### config.mk
export PLATFORM = sky130hd
export DESIGN_NAME = pcm_codec_port
export DESIGN_NICKNAME = d
export VERILOG_FILES = /design/src/rtl/pcm_port_pkg.sv /design/src/rtl/pcm_sclk_gen.sv /design/src/rtl/pcm_frame_seq.sv /design/src/rtl/pcm_chan_buf.sv /design/src/rtl/pcm_codec_port.sv
export SDC_FILE = /design/constraint.sdc
export NUM_CORES = 1
export LEC_CHECK = 0
export ABC_AREA = 1
export BUFFER_PORTS_ARGS = -buffer_cell sky130_fd_sc_hd__clkbuf_2
export CAP_MARGIN = 20
export CORE_MARGIN = 4
export CORE_UTILIZATION = 35
export DETAILED_ROUTE_END_ITERATION = 12
export GPL_ROUTABILITY_DRIVEN = 0
export PLACE_DENSITY_LB_ADDON = 0.15
export SYNTH_ARGS = -nofsm -noshare
export SYNTH_HDL_FRONTEND = slang
export SYNTH_HIERARCHICAL = 1
export SYNTH_SLANG_ARGS = --single-unit
### constraint.sdc
create_clock -name clk -period 6 [get_ports clk]
set_input_delay 0.9 -clock clk [delete_from_list [all_inputs] [get_ports clk]]
set_output_delay 0.9 -clock clk [all_outputs]
set_load 0.05 [all_outputs]
### src/rtl/pcm_port_pkg.sv
package pcm_port_pkg;
  localparam int P_DATA_W   = 16;
  localparam int P_SAMPLE_W = 8;
  localparam int P_PSC_W    = 4;
  localparam int P_RATIO_W  = 8;
  localparam int P_NUM_CH   = 2;
  localparam int P_ADDR_W   = 2;

  typedef enum logic [P_ADDR_W-1:0] {
    ADDR_CH0  = 2'd0,
    ADDR_CH1  = 2'd1,
    ADDR_CTRL = 2'd2,
    ADDR_NONE = 2'd3
  } port_addr_e;

  typedef struct packed {
    logic [1:0]            spare;
    logic [P_NUM_CH-1:0]   en;
    logic [P_RATIO_W-1:0]  ratio;
    logic [P_PSC_W-1:0]    psc;
  } ctrl_t;
endpackage

### src/rtl/pcm_sclk_gen.sv
module pcm_sclk_gen #(
  parameter int PSC_W = 4
) (
  input  logic             clk,
  input  logic             rst_n,
  input  logic             run,
  input  logic [PSC_W-1:0] psc,
  output logic             sclk,
  output logic             rise,
  output logic             fall
);
  logic [PSC_W-1:0] pre_q, pre_d;
  logic             sclk_q, sclk_d;
  logic             wrap;

  // the prescaler wraps after reaching all ones; each wrap is one half period
  assign wrap = run && (pre_q == '1);
  assign rise = wrap && !sclk_q;
  assign fall = wrap && sclk_q;
  assign sclk = sclk_q;

  always_comb begin
    pre_d  = pre_q;
    sclk_d = sclk_q;
    if (!run) begin
      pre_d  = '1;
      sclk_d = 1'b0;
    end else if (wrap) begin
      pre_d  = psc;
      sclk_d = ~sclk_q;
    end else begin
      pre_d  = pre_q + 1'b1;
    end
  end

  always_ff @(posedge clk or negedge rst_n) begin
    if (!rst_n) begin
      pre_q  <= '1;
      sclk_q <= 1'b0;
    end else begin
      pre_q  <= pre_d;
      sclk_q <= sclk_d;
    end
  end
endmodule

### src/rtl/pcm_frame_seq.sv
module pcm_frame_seq #(
  parameter int SAMPLE_W = 8,
  parameter int RATIO_W  = 8,
  parameter int NUM_CH   = 2
) (
  input  logic                             clk,
  input  logic                             rst_n,
  input  logic                             run,
  input  logic                             rise,
  input  logic                             fall,
  input  logic [RATIO_W-1:0]               ratio,
  input  logic [NUM_CH-1:0]                en,
  input  logic [NUM_CH-1:0][SAMPLE_W-1:0]  tx_bytes,
  output logic [NUM_CH-1:0]                fs,
  output logic                             txd,
  output logic                             irq_n,
  output logic [NUM_CH-1:0]                rx_we,
  output logic [$clog2(SAMPLE_W)-1:0]      rx_idx,
  output logic                             rx_first
);
  localparam int IDX_W = $clog2(SAMPLE_W);
  localparam int CH_W  = RATIO_W - IDX_W;

  logic [RATIO_W-1:0] fcnt_q, fcnt_d;
  logic [NUM_CH-1:0]  fs_q, fs_d;
  logic               txd_q, txd_d;
  logic               irq_q, irq_d;

  logic [CH_W-1:0]    slot_ch;
  logic [IDX_W-1:0]   idx;
  logic [NUM_CH-1:0]  in_win;
  logic [CH_W-1:0]    last_ch;
  logic               last_hit;
  logic               tx_bit;

  assign slot_ch = fcnt_q[RATIO_W-1:IDX_W];
  assign idx     = fcnt_q[IDX_W-1:0];

  for (genvar c = 0; c < NUM_CH; c++) begin : g_win
    assign in_win[c] = en[c] && (slot_ch == CH_W'(c));
    assign rx_we[c]  = fall && in_win[c];
  end

  assign rx_idx   = idx;
  assign rx_first = (idx == '0);

  // highest enabled channel closes the frame
  always_comb begin
    last_ch = '0;
    for (int c = 0; c < NUM_CH; c++) begin
      if (en[c]) last_ch = CH_W'(c);
    end
  end
  assign last_hit = (|en) && (slot_ch == last_ch) && (idx == '1);

  always_comb begin
    tx_bit = 1'b0;
    for (int c = 0; c < NUM_CH; c++) begin
      if (in_win[c]) tx_bit = tx_bytes[c][~idx];
    end
  end

  always_comb begin
    fcnt_d = fcnt_q;
    fs_d   = fs_q;
    txd_d  = txd_q;
    irq_d  = 1'b1;
    if (!run) begin
      fcnt_d = '0;
      fs_d   = '0;
      txd_d  = 1'b0;
    end else begin
      if (rise) begin
        fs_d  = in_win;
        txd_d = tx_bit;
      end
      if (fall) begin
        fcnt_d = (fcnt_q == ~ratio) ? '0 : fcnt_q + 1'b1;
        irq_d  = ~last_hit;
      end
    end
  end

  always_ff @(posedge clk or negedge rst_n) begin
    if (!rst_n) begin
      fcnt_q <= '0;
      fs_q   <= '0;
      txd_q  <= 1'b0;
      irq_q  <= 1'b1;
    end else begin
      fcnt_q <= fcnt_d;
      fs_q   <= fs_d;
      txd_q  <= txd_d;
      irq_q  <= irq_d;
    end
  end

  assign fs    = fs_q;
  assign txd   = txd_q;
  assign irq_n = irq_q;
endmodule

### src/rtl/pcm_chan_buf.sv
module pcm_chan_buf #(
  parameter int DATA_W   = 16,
  parameter int SAMPLE_W = 8
) (
  input  logic                        clk,
  input  logic                        rst_n,
  input  logic                        bus_we,
  input  logic [DATA_W-1:0]           bus_wdata,
  input  logic                        rx_we,
  input  logic [$clog2(SAMPLE_W)-1:0] rx_idx,
  input  logic                        rx_first,
  input  logic                        rx_bit,
  output logic [DATA_W-1:0]           stage_o,
  output logic [DATA_W-1:0]           hold_o
);
  logic [DATA_W-1:0]   stage_q, stage_d;
  logic [DATA_W-1:0]   hold_q, hold_d;
  logic [SAMPLE_W-1:0] low;

  always_comb begin
    stage_d = stage_q;
    hold_d  = hold_q;
    low     = stage_q[SAMPLE_W-1:0];
    if (bus_we) begin
      hold_d  = stage_q;
      stage_d = bus_wdata;
    end else if (rx_we) begin
      low[~rx_idx] = rx_bit;
      stage_d[SAMPLE_W-1:0] = low;
      if (rx_first) stage_d[DATA_W-1:SAMPLE_W] = '0;
    end
  end

  always_ff @(posedge clk or negedge rst_n) begin
    if (!rst_n) begin
      stage_q <= '0;
      hold_q  <= '0;
    end else begin
      stage_q <= stage_d;
      hold_q  <= hold_d;
    end
  end

  assign stage_o = stage_q;
  assign hold_o  = hold_q;
endmodule

### src/rtl/pcm_codec_port.sv
module pcm_codec_port
  import pcm_port_pkg::*;
#(
  parameter int DATA_W   = P_DATA_W,
  parameter int SAMPLE_W = P_SAMPLE_W,
  parameter int ADDR_W   = P_ADDR_W
) (
  input  logic              clk,
  input  logic              rst_n,
  input  logic              bus_we,
  input  logic [ADDR_W-1:0] bus_addr,
  input  logic [DATA_W-1:0] bus_wdata,
  output logic [DATA_W-1:0] bus_rdata,
  output logic              sclk,
  output logic              txd,
  input  logic              rxd,
  output logic              fsync0,
  output logic              fsync1,
  output logic              irq_n
);
  localparam int NUM_CH = P_NUM_CH;
  localparam int IDX_W  = $clog2(SAMPLE_W);

  logic [1:0] rst_sync_q;
  logic       rst_int_n;

  always_ff @(posedge clk or negedge rst_n) begin
    if (!rst_n) rst_sync_q <= '0;
    else        rst_sync_q <= {rst_sync_q[0], 1'b1};
  end
  assign rst_int_n = rst_sync_q[1];

  ctrl_t ctrl_q, ctrl_d;
  logic  run;

  always_comb begin
    ctrl_d = ctrl_q;
    if (bus_we && (bus_addr == ADDR_CTRL)) ctrl_d = ctrl_t'(bus_wdata);
  end

  always_ff @(posedge clk or negedge rst_int_n) begin
    if (!rst_int_n) ctrl_q <= '0;
    else            ctrl_q <= ctrl_d;
  end

  assign run = |ctrl_q.en;

  logic rise, fall;

  pcm_sclk_gen #(.PSC_W(P_PSC_W)) i_sclk (
    .clk   (clk),
    .rst_n (rst_int_n),
    .run   (run),
    .psc   (ctrl_q.psc),
    .sclk  (sclk),
    .rise  (rise),
    .fall  (fall)
  );

  logic [NUM_CH-1:0][SAMPLE_W-1:0] tx_bytes;
  logic [NUM_CH-1:0]               fs;
  logic [NUM_CH-1:0]               rx_we;
  logic [IDX_W-1:0]                rx_idx;
  logic                            rx_first;
  logic [DATA_W-1:0]               stage [NUM_CH];
  logic [DATA_W-1:0]               hold  [NUM_CH];

  pcm_frame_seq #(
    .SAMPLE_W (SAMPLE_W),
    .RATIO_W  (P_RATIO_W),
    .NUM_CH   (NUM_CH)
  ) i_seq (
    .clk      (clk),
    .rst_n    (rst_int_n),
    .run      (run),
    .rise     (rise),
    .fall     (fall),
    .ratio    (ctrl_q.ratio),
    .en       (ctrl_q.en),
    .tx_bytes (tx_bytes),
    .fs       (fs),
    .txd      (txd),
    .irq_n    (irq_n),
    .rx_we    (rx_we),
    .rx_idx   (rx_idx),
    .rx_first (rx_first)
  );

  for (genvar c = 0; c < NUM_CH; c++) begin : g_ch
    logic ch_we;
    assign ch_we = bus_we && (bus_addr == ADDR_W'(c));

    pcm_chan_buf #(.DATA_W(DATA_W), .SAMPLE_W(SAMPLE_W)) i_buf (
      .clk       (clk),
      .rst_n     (rst_int_n),
      .bus_we    (ch_we),
      .bus_wdata (bus_wdata),
      .rx_we     (rx_we[c]),
      .rx_idx    (rx_idx),
      .rx_first  (rx_first),
      .rx_bit    (rxd),
      .stage_o   (stage[c]),
      .hold_o    (hold[c])
    );
    assign tx_bytes[c] = stage[c][SAMPLE_W-1:0];
  end

  always_comb begin
    case (bus_addr)
      ADDR_CH0:  bus_rdata = hold[0];
      ADDR_CH1:  bus_rdata = hold[1];
      ADDR_CTRL: bus_rdata = DATA_W'(ctrl_q);
      default:   bus_rdata = '0;
    endcase
  end

  assign fsync0 = fs[0];
  assign fsync1 = fs[1];
endmodule

* Word level (Yosys, flattened, before mapping)
Cells that the tools add are included.
Storage, ports and cells: register bits after elaboration 99, input bits 22, output and inout port bits 21, logic and storage cells 89
Operators by class: $add $sub $neg 2, order comparisons 2, equal/unequal tests 10, muxes and demuxes 30, bitwise operators 4, reduce and logical (&&, ||, !) cells 24
Operator list (number):
- 2-to-1 mux 16 bit | 4
- case mux 16 bit (3 select lines) | 1
- 2-to-1 mux 8 bit | 4
- bitwise mux 8 bit | 2
- logical AND 1 bit | 13
- 2-to-1 mux 1 bit | 12
- adder 8 x 1 -> 8 bit, second input constant | 1
- == test 8 bit | 1
- 2-to-1 mux 4 bit | 2
- inverter 8 bit | 1
- nonzero test 2 bit | 4
- binary-select mux 1 bit (select 3 bit) | 2
- == test 5 x 1 -> 1 bit | 1
- == test 5 x 1 -> 1 bit, second input constant | 1
- zero test 5 bit | 1
- adder 4 x 1 -> 4 bit, second input constant | 1
- == test 4 bit, second input constant | 1
- less-than comparator 3 x 4 -> 1 bit, second input constant | 1
- 2-to-1 mux 2 bit | 2
- != test 2 bit, second input constant | 2
- AND reduction 2 bit | 2
- demux 1 bit (select 3 bit) | 1
- == test 3 bit, second input constant | 1
- greater-or-equal comparator 3 x 1 -> 1 bit, second input constant | 1
- 9 further kinds | 10

* Longest topological paths before layout
word-level depth 8, mapped depth 11, mapped depth without buffers 11

* Cells and area by module
The synthesis kept the hierarchy.
By module, submodules not included:
- pcm_chan_buf | times used 2, cells an instance 183, area each 1481.4 sq um, sequential area each 800.8 sq um
- pcm_codec_port | times used 1, cells an instance 153, area each 1172.4 sq um, sequential area each 450.4 sq um
- pcm_frame_seq | times used 1, cells an instance 149, area each 1036.0 sq um, sequential area each 301.5 sq um
- pcm_sclk_gen | times used 1, cells an instance 36, area each 294.0 sq um, sequential area each 130.1 sq um

* Worst setup path after synthesis
Ideal clock, no wire load.
path type input to output, start point input bus_addr[0], end point output bus_rdata[1], arrival 1.717 ns, slack 3.383 ns, stages 5, path through buf_6 -> inv_6 -> buf_4 -> nand3_1 -> nand3_1
On the way: cells in the longest elaborated chain, start to end 2, elaborated cells on any way between the ends 4, those cells by class eq/ne: 2; mux: 1; reduce/logical: 1
Ends and longest elaborated chain:
- start: declaration | RTL line pcm_codec_port.sv:11 | input logic [ADDR_W-1:0] bus_addr,
- == test 2 bit (tied with other cells) | RTL line pcm_codec_port.sv:109 | case (bus_addr)
- case mux 16 bit (3 select lines) (*) | RTL line pcm_codec_port.sv:109
- end: declaration | RTL line pcm_codec_port.sv:13 | output logic [DATA_W-1:0] bus_rdata,
Mark *: on every way between the ends. The rest lies on a longest branch, timed or not.

* Worst setup path in the final report
start point input bus_addr[1], end point output bus_rdata[3]
Same word-level chain as after synthesis.

==> qor.yml <==
status:
  outcome: "finished clean"
floorplanning:
  start_util_pct: 35.8
  io_pins: 43
  coreArea_mm2: 0.0153
  die_y_um: 133
  dieArea_mm2: 0.0177
  rows: 45
  die_w_um: 133
timing:
  post-route-min-period_ns: 3.38
  slew_headroom_pct: 35.9
  rsz0062_at_grt: "no"
  fin_skew_ns: 0.00927
  tightest_slew_ns: 0.962
  setup_tns_ns: 0
  timing_max_transition_violations_final: 0
  fmax_mhz: 296
  final-setup-viol-count: 0
  hold_violations: 0
  finalCritPeriodShare_pct: 56.4
cells_and_area:
  seq_area_mm2: 0.00249
  area_growth_pct: 9.07
  insertedDiodeCount: 0
  layout-drive-gt1-share_pct: 14.5
  multiInputGateArea_mm2: 0.00243
  fillers: 1583
  nets: 748
  instances_no_fill: 937
synthesis:
  syn_avg_cell_area_um2: 7.76
  ys_seq_area_share_pct: 45.4
  ys.warnings.count: 6
  synth_edf_count: 0
  synth.most_common_cell: "nand2_1"
  synth_common_cells: "274 x nand2_1, 116 x nand3_1, 94 x dfrtp_1"
  synthFlopType: "dfrtp_1"
  postSynth.asyncResetShare_pct: 100
  syn-num-nets: 730
  yosysTopAreaCellShare_pct: 43.0
  netlist_instances: 704
  netlist_area_mm2: 0.00547
  synth_largest_area_cell: "dfrtp_1"
  ys_ff_latch: 99
  ys_top_cells_by_area: "dfrtp_1 43%, nand2_1 19%, nand3_1 11%, buf_6 3.7%, nand4_1 3.2%"
  synth_cell_types: 36
clocking:
  cts_sinks: 99
  cts_root_buf: "clkbuf_16"
  clkSlewWorstSetupHoldPaths_ns: 0.07
  clock_latency_ns: 0.35
  cts_tree: "yes"
  numCtsBuffers: 9
  cts_resized: 0
  postCtsSetupBuffers: 0
  clk_path_buf_depth: 2
  holdBufCountCts: 0
  cts_max_level: 3
hold_path:
  hp-class: "flop to async pin"
routing:
  drtIter0Drc: 332
  drt-total-wl_mm: 14.8
  via_per_inst: 4.91
  drcViolationCount: 0
  vias: 4599
  ant_nets: 0
  wl_per_cell_um: 15.7
  first_pass_iters: 5
global_route:
  globalRouteTotalUtil_pct: 17.2
  grt_pass1_wl_mm: 24.0
  grt_remaining_overflow: 0
  grt_max_degree: 61
  antenna_found_initial: 0
  grt_pass1_vias: 4329
worst_setup_path:
  cp.arrival_ns: 2.48
  critPathRequiredTime_ns: 5.10
  r2r_cells: 8
  timing.critical_path.to_type: "primary output"
  path_max_fanout: 37
  critPathKind: "input pin to primary output"
  cp-start-kind: "input pin"
place:
  placed_cells: 922
  io_buffers: 42
  dp_hpwl_mm: 10.4
power_and_ir_drop:
  p_leak_uw: 0.00308
  p_per_area_mw_per_mm2: 320
  vdd_ir_drop_max_mv: 0.155
job:
  max_cap_viol_count: 0
## worst max-delay path, cell delays in order
cell and delay [ns]:
clkbuf_2 0.68, inv_2 0.35, nand3_1 0.16, nand3_1 0.10, clkbuf_2 0.25
## metal layers
metal	part of all wire [%]	track usage, %
met5	0	0
met4	0.83	3.70
met1	49	25.0
met3	4.8	3.99
met2	45	26.3
## final cells by class
| type | instances | share of cell area, % |
|---|---|---|
| multi-input combinational | 514 | 40.8 |
| clock buffer | 10 | 4.01 |
| clock inverter | 5 | 1.30 |
| tap | 211 | 4.43 |
| inverter | 52 | 3.65 |
| timing repair buffer | 46 | 4.03 |
| sequential | 99 | 41.7 |
## worst paths after layout
check                               from  slack, ns                   endpoint
max reg2reg                   ctrl_q[13]       2.76  g_ch[1].i_buf/stage_o[11]
min in group clk           rst_sync_q[0]       0.36              rst_sync_q[1]
min                        rst_sync_q[1]       0.31   g_ch[1].i_buf/stage_o[1]
max                          bus_addr[1]       2.62               bus_rdata[3]
max in group asynchronous  rst_sync_q[1]       4.50            i_seq/fcnt_q[0]
min reg2reg                rst_sync_q[1]       0.31   g_ch[1].i_buf/stage_o[1]
## cell families (layout without fill, tap and decap cells)
logic type / after synthesis / in the layout / synth area share [%]
simple gates: 464 / 464 / 38.5
compound gates: 37 / 37 / 3.62
other cells: 1 / 1 / 0.0686
flops: 99 / 99 / 45.4
fa+ha+maj: 4 / 4 / 0.916
xor+xnor: 8 / 8 / 1.28
buf+inv: 91 / 113 / 10.2
## registers in the layout, summed over array words and instances, names as in the netlist
name and flops:
i_seq/irq_n 1, i_sclk/sclk 1, rst_sync_q 2, g_ch.i_buf/hold_o 32, ctrl_q 16, i_sclk/pre_q 4, i_seq/txd 1, i_seq/fcnt_q 8
g_ch.i_buf/stage_o 32, i_seq/fs 2
## placed cells by master (no fill, tap or decap), types with 3 or more instances in the layout
| master | netlist | layout |
|---|---|---|
| a21oi_1 | 3 | 3 |
| buf_4 | 13 | 4 |
| clkbuf_16 | 0 | 9 |
| clkbuf_2 | 0 | 42 |
| dfrtp_1 | 94 | 93 |
| dfstp_2 | 5 | 5 |
| ha_1 | 4 | 4 |
| inv_1 | 39 | 39 |
| inv_2 | 9 | 9 |
| nand2_1 | 274 | 274 |
| nand2_2 | 3 | 3 |
| nand3_1 | 116 | 116 |
| nand3_2 | 3 | 3 |
| nand4_1 | 28 | 28 |
| nor2_1 | 18 | 18 |
| nor2_2 | 5 | 5 |
| nor2_4 | 4 | 4 |
| o21ai_0 | 14 | 14 |
| o21ai_1 | 16 | 16 |
| or2_1 | 3 | 3 |
| xor2_1 | 7 | 7 |
## metrics by stage
stage	instance area, um^2	setup WS (ns)	total power, uW	hold WS, ns	util (%)
after CTS	5960	2.65	1930	0.312	39.1
final	5960	2.62	1900	0.306	39.1
after global placement	5640	2.70	1290	0.331	37.0
after global routing	5960	2.52	2020	0.307	39.1
after floorplan	5470	3.05	1190	0.331	-
after detailed placement	5640	2.65	1300	0.334	37.0
## power by group
part,switching (uW),internal (uW)
combinational,292,129
sequential,82.5,778
clock,251,373
Power figures use the tool's default switching activity.
